### config.mk
export PLATFORM = sky130hd
export DESIGN_NAME = pll_div_search
export DESIGN_NICKNAME = d
export VERILOG_FILES = /design/src/rtl/pds_pkg.sv /design/src/rtl/pds_divider.sv /design/src/rtl/pds_fb_calc.sv /design/src/rtl/pll_div_search.sv
export SDC_FILE = /design/constraint.sdc
export NUM_CORES = 2
export LEC_CHECK = 0
export BUFFER_PORTS_ARGS = -buffer_cell sky130_fd_sc_hd__buf_2
export CAP_MARGIN = 10
export CORE_AREA = 2 2 221 441
export DETAILED_ROUTE_END_ITERATION = 12
export DIE_AREA = 0 0 223 443
export PLACE_DENSITY_LB_ADDON = 0.08
export SLEW_MARGIN = 20
export SYNTH_ARGS = -nofsm -noshare
export SYNTH_HDL_FRONTEND = slang
export SYNTH_HIERARCHICAL = 1
export SYNTH_SLANG_ARGS = --single-unit
### constraint.sdc
create_clock -name clk -period 13.1 [get_ports clk]
set_clock_uncertainty 0.2 [all_clocks]
set_input_delay 1.31 -clock clk [delete_from_list [all_inputs] [get_ports clk]]
set_output_delay 1.31 -clock clk [all_outputs]
set_load 0.02 [all_outputs]
### src/rtl/pds_pkg.sv
package pds_pkg;
  typedef enum logic [2:0] {
    S_IDLE,
    S_RATIO,
    S_POST,
    S_FB,
    S_ERR,
    S_FIN
  } pds_state_e;
endpackage

### src/rtl/pds_divider.sv
// Restoring serial divider: one quotient bit per cycle, fin pulses when quo is valid.
module pds_divider #(
  parameter int DW = 37
) (
  input  logic          clk,
  input  logic          rst,
  input  logic          go,
  input  logic [DW-1:0] num,
  input  logic [DW-1:0] den,
  output logic          fin,
  output logic [DW-1:0] quo
);
  localparam int CNTW = $clog2(DW + 1);

  logic [DW-1:0]   rem_q;
  logic [DW-1:0]   den_q;
  logic [CNTW-1:0] cnt_q;
  logic            act_q;
  logic [DW:0]     shifted;
  logic [DW:0]     trial;
  logic            fits;

  always_comb begin
    shifted = {rem_q, quo[DW-1]};
    trial   = shifted - {1'b0, den_q};
    fits    = (shifted >= {1'b0, den_q});
  end

  always_ff @(posedge clk) begin
    if (rst) begin
      rem_q <= '0;
      den_q <= '0;
      cnt_q <= '0;
      act_q <= 1'b0;
      fin   <= 1'b0;
      quo   <= '0;
    end else begin
      fin <= 1'b0;
      if (go) begin
        quo   <= num;
        den_q <= den;
        rem_q <= '0;
        cnt_q <= CNTW'(DW);
        act_q <= 1'b1;
      end else if (act_q) begin
        if (fits) begin
          rem_q <= trial[DW-1:0];
          quo   <= {quo[DW-2:0], 1'b1};
        end else begin
          rem_q <= shifted[DW-1:0];
          quo   <= {quo[DW-2:0], 1'b0};
        end
        cnt_q <= cnt_q - CNTW'(1);
        if (cnt_q == CNTW'(1)) begin
          act_q <= 1'b0;
          fin   <= 1'b1;
        end
      end
    end
  end
endmodule

### src/rtl/pds_fb_calc.sv
// Rounds the feedback divider for one candidate and flags it against both limits.
module pds_fb_calc #(
  parameter int RTW      = 37,
  parameter int PW       = 4,
  parameter int RW       = 4,
  parameter int FRAC_W   = 16,
  parameter int FBW      = 10,
  parameter int FB_LIM   = 1024,
  parameter int FB_BASE  = 500,
  parameter int FB_SLOPE = 13
) (
  input  logic [RTW-1:0] ratio,
  input  logic [PW-1:0]  post,
  input  logic [RW-1:0]  refd,
  output logic [FBW-1:0] fb,
  output logic           reject
);
  localparam int PRW = RTW + PW + RW + 1;

  logic [PRW-1:0] scaled;
  logic [PRW-1:0] fb_full;
  logic [PRW-1:0] slope_lim;

  always_comb begin
    scaled    = PRW'(ratio) * PRW'(post) * PRW'(refd) + (PRW'(1) << (FRAC_W - 1));
    fb_full   = scaled >> FRAC_W;
    slope_lim = PRW'(FB_BASE) + PRW'(FB_SLOPE) * PRW'(refd);
    reject    = (fb_full >= PRW'(FB_LIM)) || (fb_full > slope_lim);
    fb        = fb_full[FBW-1:0];
  end
endmodule

### src/rtl/pll_div_search.sv
module pll_div_search
  import pds_pkg::*;
#(
  parameter int FREQ_W   = 21,
  parameter int FRAC_W   = 16,
  parameter int POST_LIM = 8,
  parameter int REF_LIM  = 8,
  parameter int FB_LIM   = 1024,
  parameter int FB_BASE  = 500,
  parameter int FB_SLOPE = 13
) (
  input  logic                                clk,
  input  logic                                rst,
  input  logic                                start,
  input  logic [FREQ_W-1:0]                   target_khz,
  input  logic [FREQ_W-1:0]                   ref_khz,
  input  logic [FREQ_W-1:0]                   vco_min_khz,
  input  logic [FREQ_W-1:0]                   vco_max_khz,
  output logic                                busy,
  output logic                                done,
  output logic [$clog2(POST_LIM+1)-1:0]       post_div,
  output logic [$clog2(REF_LIM+1)-1:0]        ref_div,
  output logic [$clog2(FB_LIM)-1:0]           fb_div,
  output logic [$clog2(FB_LIM)+FREQ_W-1:0]    err_khz,
  output logic                                ok,
  output logic                                fail
);
  localparam int PW  = $clog2(POST_LIM + 1);
  localparam int RW  = $clog2(REF_LIM + 1);
  localparam int FBW = $clog2(FB_LIM);
  localparam int EW  = FBW + FREQ_W;
  localparam int RTW = FREQ_W + FRAC_W;
  localparam int DW  = (RTW > EW) ? RTW : EW;
  localparam int CW  = FREQ_W + PW;

  pds_state_e         st;
  logic [FREQ_W-1:0]  tgt_q, ref_q, vmin_q, vmax_q;
  logic [RTW-1:0]     ratio_q;
  logic [PW-1:0]      p_q;
  logic [RW-1:0]      r_q;
  logic [FBW-1:0]     fb_try;
  logic [EW-1:0]      best_e;
  logic [PW-1:0]      best_p;
  logic [RW-1:0]      best_r;
  logic [FBW-1:0]     best_f;

  logic               div_go;
  logic [DW-1:0]      div_num, div_den, div_quo;
  logic               div_fin;

  logic [FBW-1:0]     fb_cand;
  logic               fb_reject;
  logic [CW-1:0]      vco;
  logic [DW-1:0]      tgt_ext, diff;
  logic               better;

  pds_divider #(.DW(DW)) u_div (
    .clk (clk),
    .rst (rst),
    .go  (div_go),
    .num (div_num),
    .den (div_den),
    .fin (div_fin),
    .quo (div_quo)
  );

  pds_fb_calc #(
    .RTW(RTW), .PW(PW), .RW(RW), .FRAC_W(FRAC_W), .FBW(FBW),
    .FB_LIM(FB_LIM), .FB_BASE(FB_BASE), .FB_SLOPE(FB_SLOPE)
  ) u_fb (
    .ratio  (ratio_q),
    .post   (p_q),
    .refd   (r_q),
    .fb     (fb_cand),
    .reject (fb_reject)
  );

  always_comb begin
    vco     = CW'(tgt_q) * CW'(p_q);
    tgt_ext = DW'(tgt_q);
    diff    = (div_quo > tgt_ext) ? (div_quo - tgt_ext) : (tgt_ext - div_quo);
    better  = (diff < DW'(best_e));
  end

  always_ff @(posedge clk) begin
    if (rst) begin
      st       <= S_IDLE;
      tgt_q    <= '0;
      ref_q    <= '0;
      vmin_q   <= '0;
      vmax_q   <= '0;
      ratio_q  <= '0;
      p_q      <= '0;
      r_q      <= '0;
      fb_try   <= '0;
      best_e   <= '1;
      best_p   <= '0;
      best_r   <= '0;
      best_f   <= '0;
      div_go   <= 1'b0;
      div_num  <= '0;
      div_den  <= '0;
      busy     <= 1'b0;
      done     <= 1'b0;
      post_div <= '0;
      ref_div  <= '0;
      fb_div   <= '0;
      err_khz  <= '0;
      ok       <= 1'b0;
      fail     <= 1'b0;
    end else begin
      div_go <= 1'b0;
      done   <= 1'b0;
      unique case (st)
        S_IDLE: begin
          if (start) begin
            tgt_q   <= target_khz;
            ref_q   <= ref_khz;
            vmin_q  <= vco_min_khz;
            vmax_q  <= vco_max_khz;
            best_e  <= '1;
            best_p  <= '0;
            best_r  <= '0;
            best_f  <= '0;
            p_q     <= PW'(2);
            r_q     <= RW'(1);
            div_num <= DW'({target_khz, {FRAC_W{1'b0}}});
            div_den <= DW'(ref_khz);
            div_go  <= 1'b1;
            busy    <= 1'b1;
            st      <= S_RATIO;
          end
        end
        S_RATIO: begin
          if (div_fin) begin
            ratio_q <= div_quo[RTW-1:0];
            st      <= S_POST;
          end
        end
        S_POST: begin
          if (p_q >= PW'(POST_LIM)) begin
            st <= S_FIN;
          end else if (vco <= CW'(vmin_q)) begin
            p_q <= p_q + PW'(1);
          end else if (vco >= CW'(vmax_q)) begin
            st <= S_FIN;
          end else begin
            r_q <= RW'(1);
            st  <= S_FB;
          end
        end
        S_FB: begin
          if (fb_reject) begin
            p_q <= p_q + PW'(1);
            st  <= S_POST;
          end else begin
            fb_try  <= fb_cand;
            div_num <= DW'(EW'(fb_cand) * EW'(ref_q));
            div_den <= DW'((PW + RW)'(p_q) * (PW + RW)'(r_q));
            div_go  <= 1'b1;
            st      <= S_ERR;
          end
        end
        S_ERR: begin
          if (div_fin) begin
            if (better) begin
              best_e <= diff[EW-1:0];
              best_p <= p_q;
              best_r <= r_q;
              best_f <= fb_try;
            end
            if (better && (diff == '0)) begin
              st <= S_FIN;
            end else if (r_q == RW'(REF_LIM)) begin
              p_q <= p_q + PW'(1);
              st  <= S_POST;
            end else begin
              r_q <= r_q + RW'(1);
              st  <= S_FB;
            end
          end
        end
        S_FIN: begin
          post_div <= best_p;
          ref_div  <= best_r;
          fb_div   <= best_f;
          err_khz  <= best_e;
          ok       <= (best_e != '1);
          fail     <= (best_e == '1);
          done     <= 1'b1;
          busy     <= 1'b0;
          st       <= S_IDLE;
        end
        default: st <= S_IDLE;
      endcase
    end
  end
endmodule

### Yosys cells after proc, flatten, opt, wreduce, memory -nomap -nowiden

Cells that the tools add are included.

* register bits after elaboration: 438
* input bits: 87
* word-level logic and storage cells: 163

* $add $sub $neg: 8
* multiply operators: 6
* $lt $le $gt $ge: 8
* equality and inequality tests: 23
* mux-type cells: 64
* bitwise logic cells: 2
* reduce and logical (&&, ||, !) cells: 21

Operators with widths (count)
* 37-bit two-way mux: 8
* 37-bit case mux with 2 select lines: 2
* 31-bit two-way mux: 3
* 4-bit two-way mux: 19
* 31-bit case mux with 2 select lines: 1
* 45-bit by 16-bit adder with 46-bit output, second input constant: 1
* 30-bit by 46-bit > comparator with 1-bit output: 1
* 41-bit by 4-bit multiplier with 45-bit output: 1
* 37-bit by 4-bit multiplier with 41-bit output: 1
* 38-bit by 37-bit >= comparator with 1-bit output: 1
* 37-bit by 21-bit > comparator with 1-bit output: 1
* 37-bit zero test: 1
* 37-bit by 31-bit < comparator with 1-bit output: 1
* 21-bit by 37-bit subtractor with 37-bit output: 1
* 37-bit by 21-bit subtractor with 37-bit output: 1
* 37-bit subtractor: 1
* 31-bit == test, second input constant: 1
* 10-bit by 21-bit multiplier with 31-bit output: 1
* 31-bit inequality test, second input constant: 1
* 30-bit by 11-bit >= comparator with 1-bit output, second input constant: 1
* 10-bit two-way mux: 3
* 25-bit by 21-bit >= comparator with 1-bit output: 1
* 25-bit by 21-bit less-or-equal comparator with 1-bit output: 1
* 21-bit by 4-bit multiplier with 25-bit output: 1
* 36 further kinds: 78

### Longest topological paths before layout

* word-level depth: 7
* mapped depth: 55
* gate-level depth less buffers: 52

### Cells and area by module

The synthesis kept the hierarchy.

By module, submodules not included
* pll_div_search: instances 1, cells each 3101, area an instance 24702.4 µm², seq. area each 6065.8 µm²
* pds_fb_calc: instances 1, cells each 1391, area an instance 10861.7 µm², seq. area each 0.0 µm²
* pds_divider: instances 1, cells each 883, area an instance 7045.5 µm², seq. area each 2382.3 µm²

### Worst setup path before layout

No wires, ideal clock.

* kind: reg-to-reg
* start: register p_q[3]
* end: register div_num[29]
* arrival: 12.030 ns
* required time: 12.769 ns
* slack: 0.740 ns
* stages on the path, launching flop included: 51
* clock period less this slack: 12.360 ns
* cells stage by stage: dfxtp_1 clkbuf_1 clkbuf_1 nand2_1 fa_1 inv_1 fa_1 inv_1 fa_1 nor2b_1 o31a_1 o21ai_0 nand2b_1 a21o_1 nand2_1 a21oi_1 o21ai_0 a21oi_1 [... 15 more ...] fa_1 fa_1 inv_1 fa_1 fa_1 fa_1 ha_1 and3_1 o311ai_0 a311o_1 a21oi_1 a31o_2 a21oi_1 o21bai_1 a21o_1 a21oi_1 xor2_1 o22ai_1

* word-level cells in the longest chain between the ends: 7
* elaborated cells between the ends (all ways): 11
* classes of those cells: add/sub: 1; mul: 3; order compare: 2; eq/ne: 1; mux: 2; reduce/logical: 2

Ends and longest elaborated chain
* start, declared: RTL line pll_div_search.sv:39 `logic [PW-1:0] p_q;`
* start signal, assigned: RTL line pll_div_search.sv:144 `p_q <= p_q + PW'(1);`
* start signal, assigned: RTL line pll_div_search.sv:154 `p_q <= p_q + PW'(1);`
* start signal, assigned: RTL line pll_div_search.sv:175 `p_q <= p_q + PW'(1);`
* 37-bit by 4-bit multiplier with 41-bit output (*): RTL line pds_fb_calc.sv:25 `scaled = PRW'(ratio) * PRW'(post) * PRW'(refd) + (PRW'(1) << (FRAC_W - 1));`
* 41-bit by 4-bit multiplier with 45-bit output (*): RTL line pds_fb_calc.sv:25
* 45-bit by 16-bit adder with 46-bit output (*): RTL line pds_fb_calc.sv:25
* via fb_cand[8]: RTL line pll_div_search.sv:51 `logic [FBW-1:0] fb_cand;`
* parallel branches: the longest is 4 deep, another holds 10-bit by 21-bit multiplier with 31-bit output
* end signal, assigned: RTL line pll_div_search.sv:127 `div_num <= DW'({target_khz, {FRAC_W{1'b0}}});`
* end signal, assigned: RTL line pll_div_search.sv:158 `div_num <= DW'(EW'(fb_cand) * EW'(ref_q));`
* end, declared: RTL line pll_div_search.sv:48 `logic [DW-1:0] div_num, div_den, div_quo;`

Mark *: on every way through the listed nets, which the timed path passes. The select of a mux whose other input is x is not followed.
A chain may end at the register's enable or synchronous reset.

### Final worst setup path

* start: register p_q[3]
* end: register div_num[30]

The elaborated chain is that of the path after synthesis.

==> summary.md <==
| Metric | Value |
|---|---|
| Outcome | `finished, final reports clean` |
| First-pass GRT wire length | `207000 µm` |
| Fmax | `80.80 MHz` |
| Chip width | `223 µm` |
| Largest family of logic cells by synthesized area | `adder cells` |
| Synthesized instance count | `5375` |
| Register area share after synthesis | `19.83%` |
| Worst Hold Class | `flip-flop to flip-flop` |
| Hpwl dp | `roughly 100000 µm` |
| Most frequent cells in the layout | `nand2_1 (828), inv_1 (562), a21oi_1 (524), ha_1 (418), dfxtp_1 (412)` |
| Main synth FF type | `dfxtp_1` |
| Clk slew on worst S/H paths | `roughly 70 ps` |
| Count of different cell masters after synthesis | `104` |
| Share of cells above drive strength 1 | `7.574%` |
| CTS Hold Bufs | `0` |
| Area grow syn2layout | `8.630%` |
| CTS tree | `built` |
| Dpl ws | `116.5 ps` |
| Io pins | `140` |
| Top cells by area, synth | `dfxtp_1 (20%), fa_1 (16%), ha_1 (12%)` |
| Gr usage total | `26.26%` |
| Yosys top cell by area | `dfxtp_1` |
| Setup CP Type | `flip-flop to flip-flop` |
| Combinational Power Share | `a little over a third` |
| DRC violations left | `0` |
| Multi-input gate area | `31170 µm²` |
| Die extent in y | `about 440 µm` |
| Share of Yosys cell area claimed by the top area cell type | `19.83%` |
| Pwr Total | `around 4600 µW` |
| Synthesized-area fraction occupied by adder cells | `28.57%` |
| Yosys reg bits | `422` |
| Final WL | `130400 µm` |
| Worst skew pair latency | `620 ps` |
| Worst stage delay on the critical path | `560 ps` |
| CP Launch Type | `flip-flop` |
| Synthesized area per cell | `approximately 8 µm²` |
| Int Pwr | `2799 µW` |
| Num CTS Buffers | `45` |
| Synth Area in Compound Gates | `16.31%` |
| Min Hold Slack | `249.0 ps` |
| Worst-Margin Slew | `slightly above 1000 ps` |
| Asr flop ratio synth | `0%` |
| Port Buffer Count | `around 140` |
| Peak VDD IR | `0.1303 mV` |
| Reg2Reg Depth | `48` |
| Initial drt markers | `2451` |
| Number of detailed-route iterations in the first pass | `5` |
| NumNets Final | `6229` |
| DR vias | `36840` |
| Post-route setup slack | `723.5 ps` |
| Number of global-route vias before repair | `36820` |
| Worst EP required | `13360 ps` |
| Max-cap violation count | `0` |
| NetSw | `around 1800 µW` |
| Most common cell after layout, fill and taps aside | `nand2_1` |
| Fillers | `9506` |
| Vias per cell | `about 5.5` |
| Setup crit end kind | `flip-flop` |
| Warnings from Yosys | `6` |
| Final Slew Violations | `0` |
| Grt ovf | `0` |
| Post-Layout Cell Count | `6639` |
| Fin crit period | `12380 ps` |
| Initial antenna violation count | `7` |
| Rows | `161` |
| Placed Instances | `6538` |
| GP Congestion | `0.9435` |
| Net Sw Frac | `38.52%` |
| Starting density of the core | `between 40% and 50%` |
| Xor-xnor portion of the synthesized cell area | `3.227%` |
| Hold Path Cell Cnt | `2` |
| Register share of total power | `between 30% and 40%` |
| Wire per inst | `between 15 and 20 µm` |
| Worst path slowest cell | `fa_1` |
| Number of synthesized flops with an enable pin | `0` |
| Setup violations, final | `0` |
| P_leak | `0.02224 µW` |
| Post-Synth Simple-Gate Area | `roughly a fifth` |
| Root Driver | `clkbuf_16` |
| Register area | `around 8500 µm²` |
| Core area | `approximately 96000 µm²` |
| Fraction of synthesized area in multiplexers | `2.986%` |
| Pin count of the biggest net entering global routing | `94` |
| Die area | `98790 µm²` |
| Clock share of power | `31.2%` |
| Clock sinks | `around 420` |
| Final Cycle Share | `94.48%` |
| Clock buffer depth | `3` |
| TNS Setup | `0 ps` |
| Synthesized area | `42610 µm²` |
| Htree depth | `2` |
| Antenna-violating nets left | `0` |
| PwrDens | `slightly below 100 nW/µm²` |
| Crit path top cell by count | `fa_1` |
| Final Hold Fails | `0` |
| Worst EP arrival | `between 10000 and 15000 ps` |
| Worst rel slew slack | `31.00%` |
| Critical path peak fanout | `19` |
==> cell families after synthesis <==
kind of cell    count (synthesis)
flops                         422
fa+ha+maj                     766
simple gates                 1925
other cells                     1
mux                           126
xor+xnor                      157
compound gates               1127
buf+inv                       851
==> worst paths after layout <==
kind         slack [ps]        start           to
max                 720       p_q[3]  div_num[30]
min                 250  err_khz[12]  err_khz[12]
max reg2reg         720       p_q[3]  div_num[30]
min reg2reg         250  err_khz[12]  err_khz[12]
==> routing by layer <==
metal	routed length, µm	part of all wire (%)	vias up	track usage, %
li1	-	-	17910	-
met1	58040	45	17890	34.51
met2	61370	47	829	44.15
met3	5780	4.4	199	3.343
met4	5113	3.9	8	9.343
met5	51	0.039	-	0
==> registers in the layout, summed over array words and instances (netlist names), 3 cells and up <==
name	count
ratio_q	37
u_div/rem_q	37
tgt_q	21
ref_div	4
div_den	21
best_r	4
div_num	37
err_khz	31
st	3
u_div/cnt_q	6
p_q	4
u_div/quo	37
ref_q	21
vmax_q	21
best_e	31
r_q	4
best_p	4
best_f	10
vmin_q	21
post_div	4
fb_try	10
u_div/den_q	37
fb_div	10
==> repair_timing <==
action	4_1_cts	5_1_grt
buffers inserted	0	13
gates resized for setup	0	36
setup endpoints to repair	0	16
==> synthesized netlist by cell type (22+ instances only) <==
master and number:
nand2_1 830, ha_1 421, xnor2_1 108, nand4_1 51
mux2i_1 123, nor2_1 372, clkbuf_1 241, and2_1 311
fa_1 345, a211oi_1 33, dfxtp_1 422, a21o_1 96
o21ai_0 158, nand2b_1 34, o21bai_1 22, nor2b_1 36
o211ai_1 23, a21oi_1 529, nor3_1 56, a31oi_1 37
xor2_1 49, o21a_1 23, inv_1 562, nand3_1 74
nor4_1 35
==> critical path: cells and delay by family (launching register included) <==
family | cells | cell delay (ps)
adders and majority gates | 13 | 5990
AOI/OAI and AO/OA | 14 | 2590
and+or+nand+nor | 12 | 1900
buffers and inverters | 7 | 860
DFF | 1 | 370
xor gates and xnor gates | 2 | 290
==> power groups by stage <==
stage          clock network, µW  registers [µW]  logic [µW]
2_1_floorplan                  0            1420        1230
4_1_cts                     1450            1470        1650
5_1_grt                     1490            1480        1820
3_3_place_gp                   0            1490        1640
6_report                    1420            1470        1670
3_5_place_dp                   0            1500        1640
==> area by class of cell <==
class | count | share of cell area (%)
antenna | 4 | 0.02163
clock buffer | 55 | 2.646
clock inverter | 29 | 0.8407
inverter | 567 | 4.598
multi-input combinational | 4117 | 67.35
sequential | 422 | 18.31
tap | 1222 | 3.303
timing repair buffer | 223 | 2.938
==> metrics by stage <==
step | utilization, % | area (µm²)
after global routing | 48.37 | 46280
after floorplan | - | 42670
after CTS | 48.07 | 45990
after global placement | 46.38 | 44380
after detailed placement | 46.38 | 44380
final | 48.37 | 46290
No activity file was read; power rests on OpenSTA's default activity.
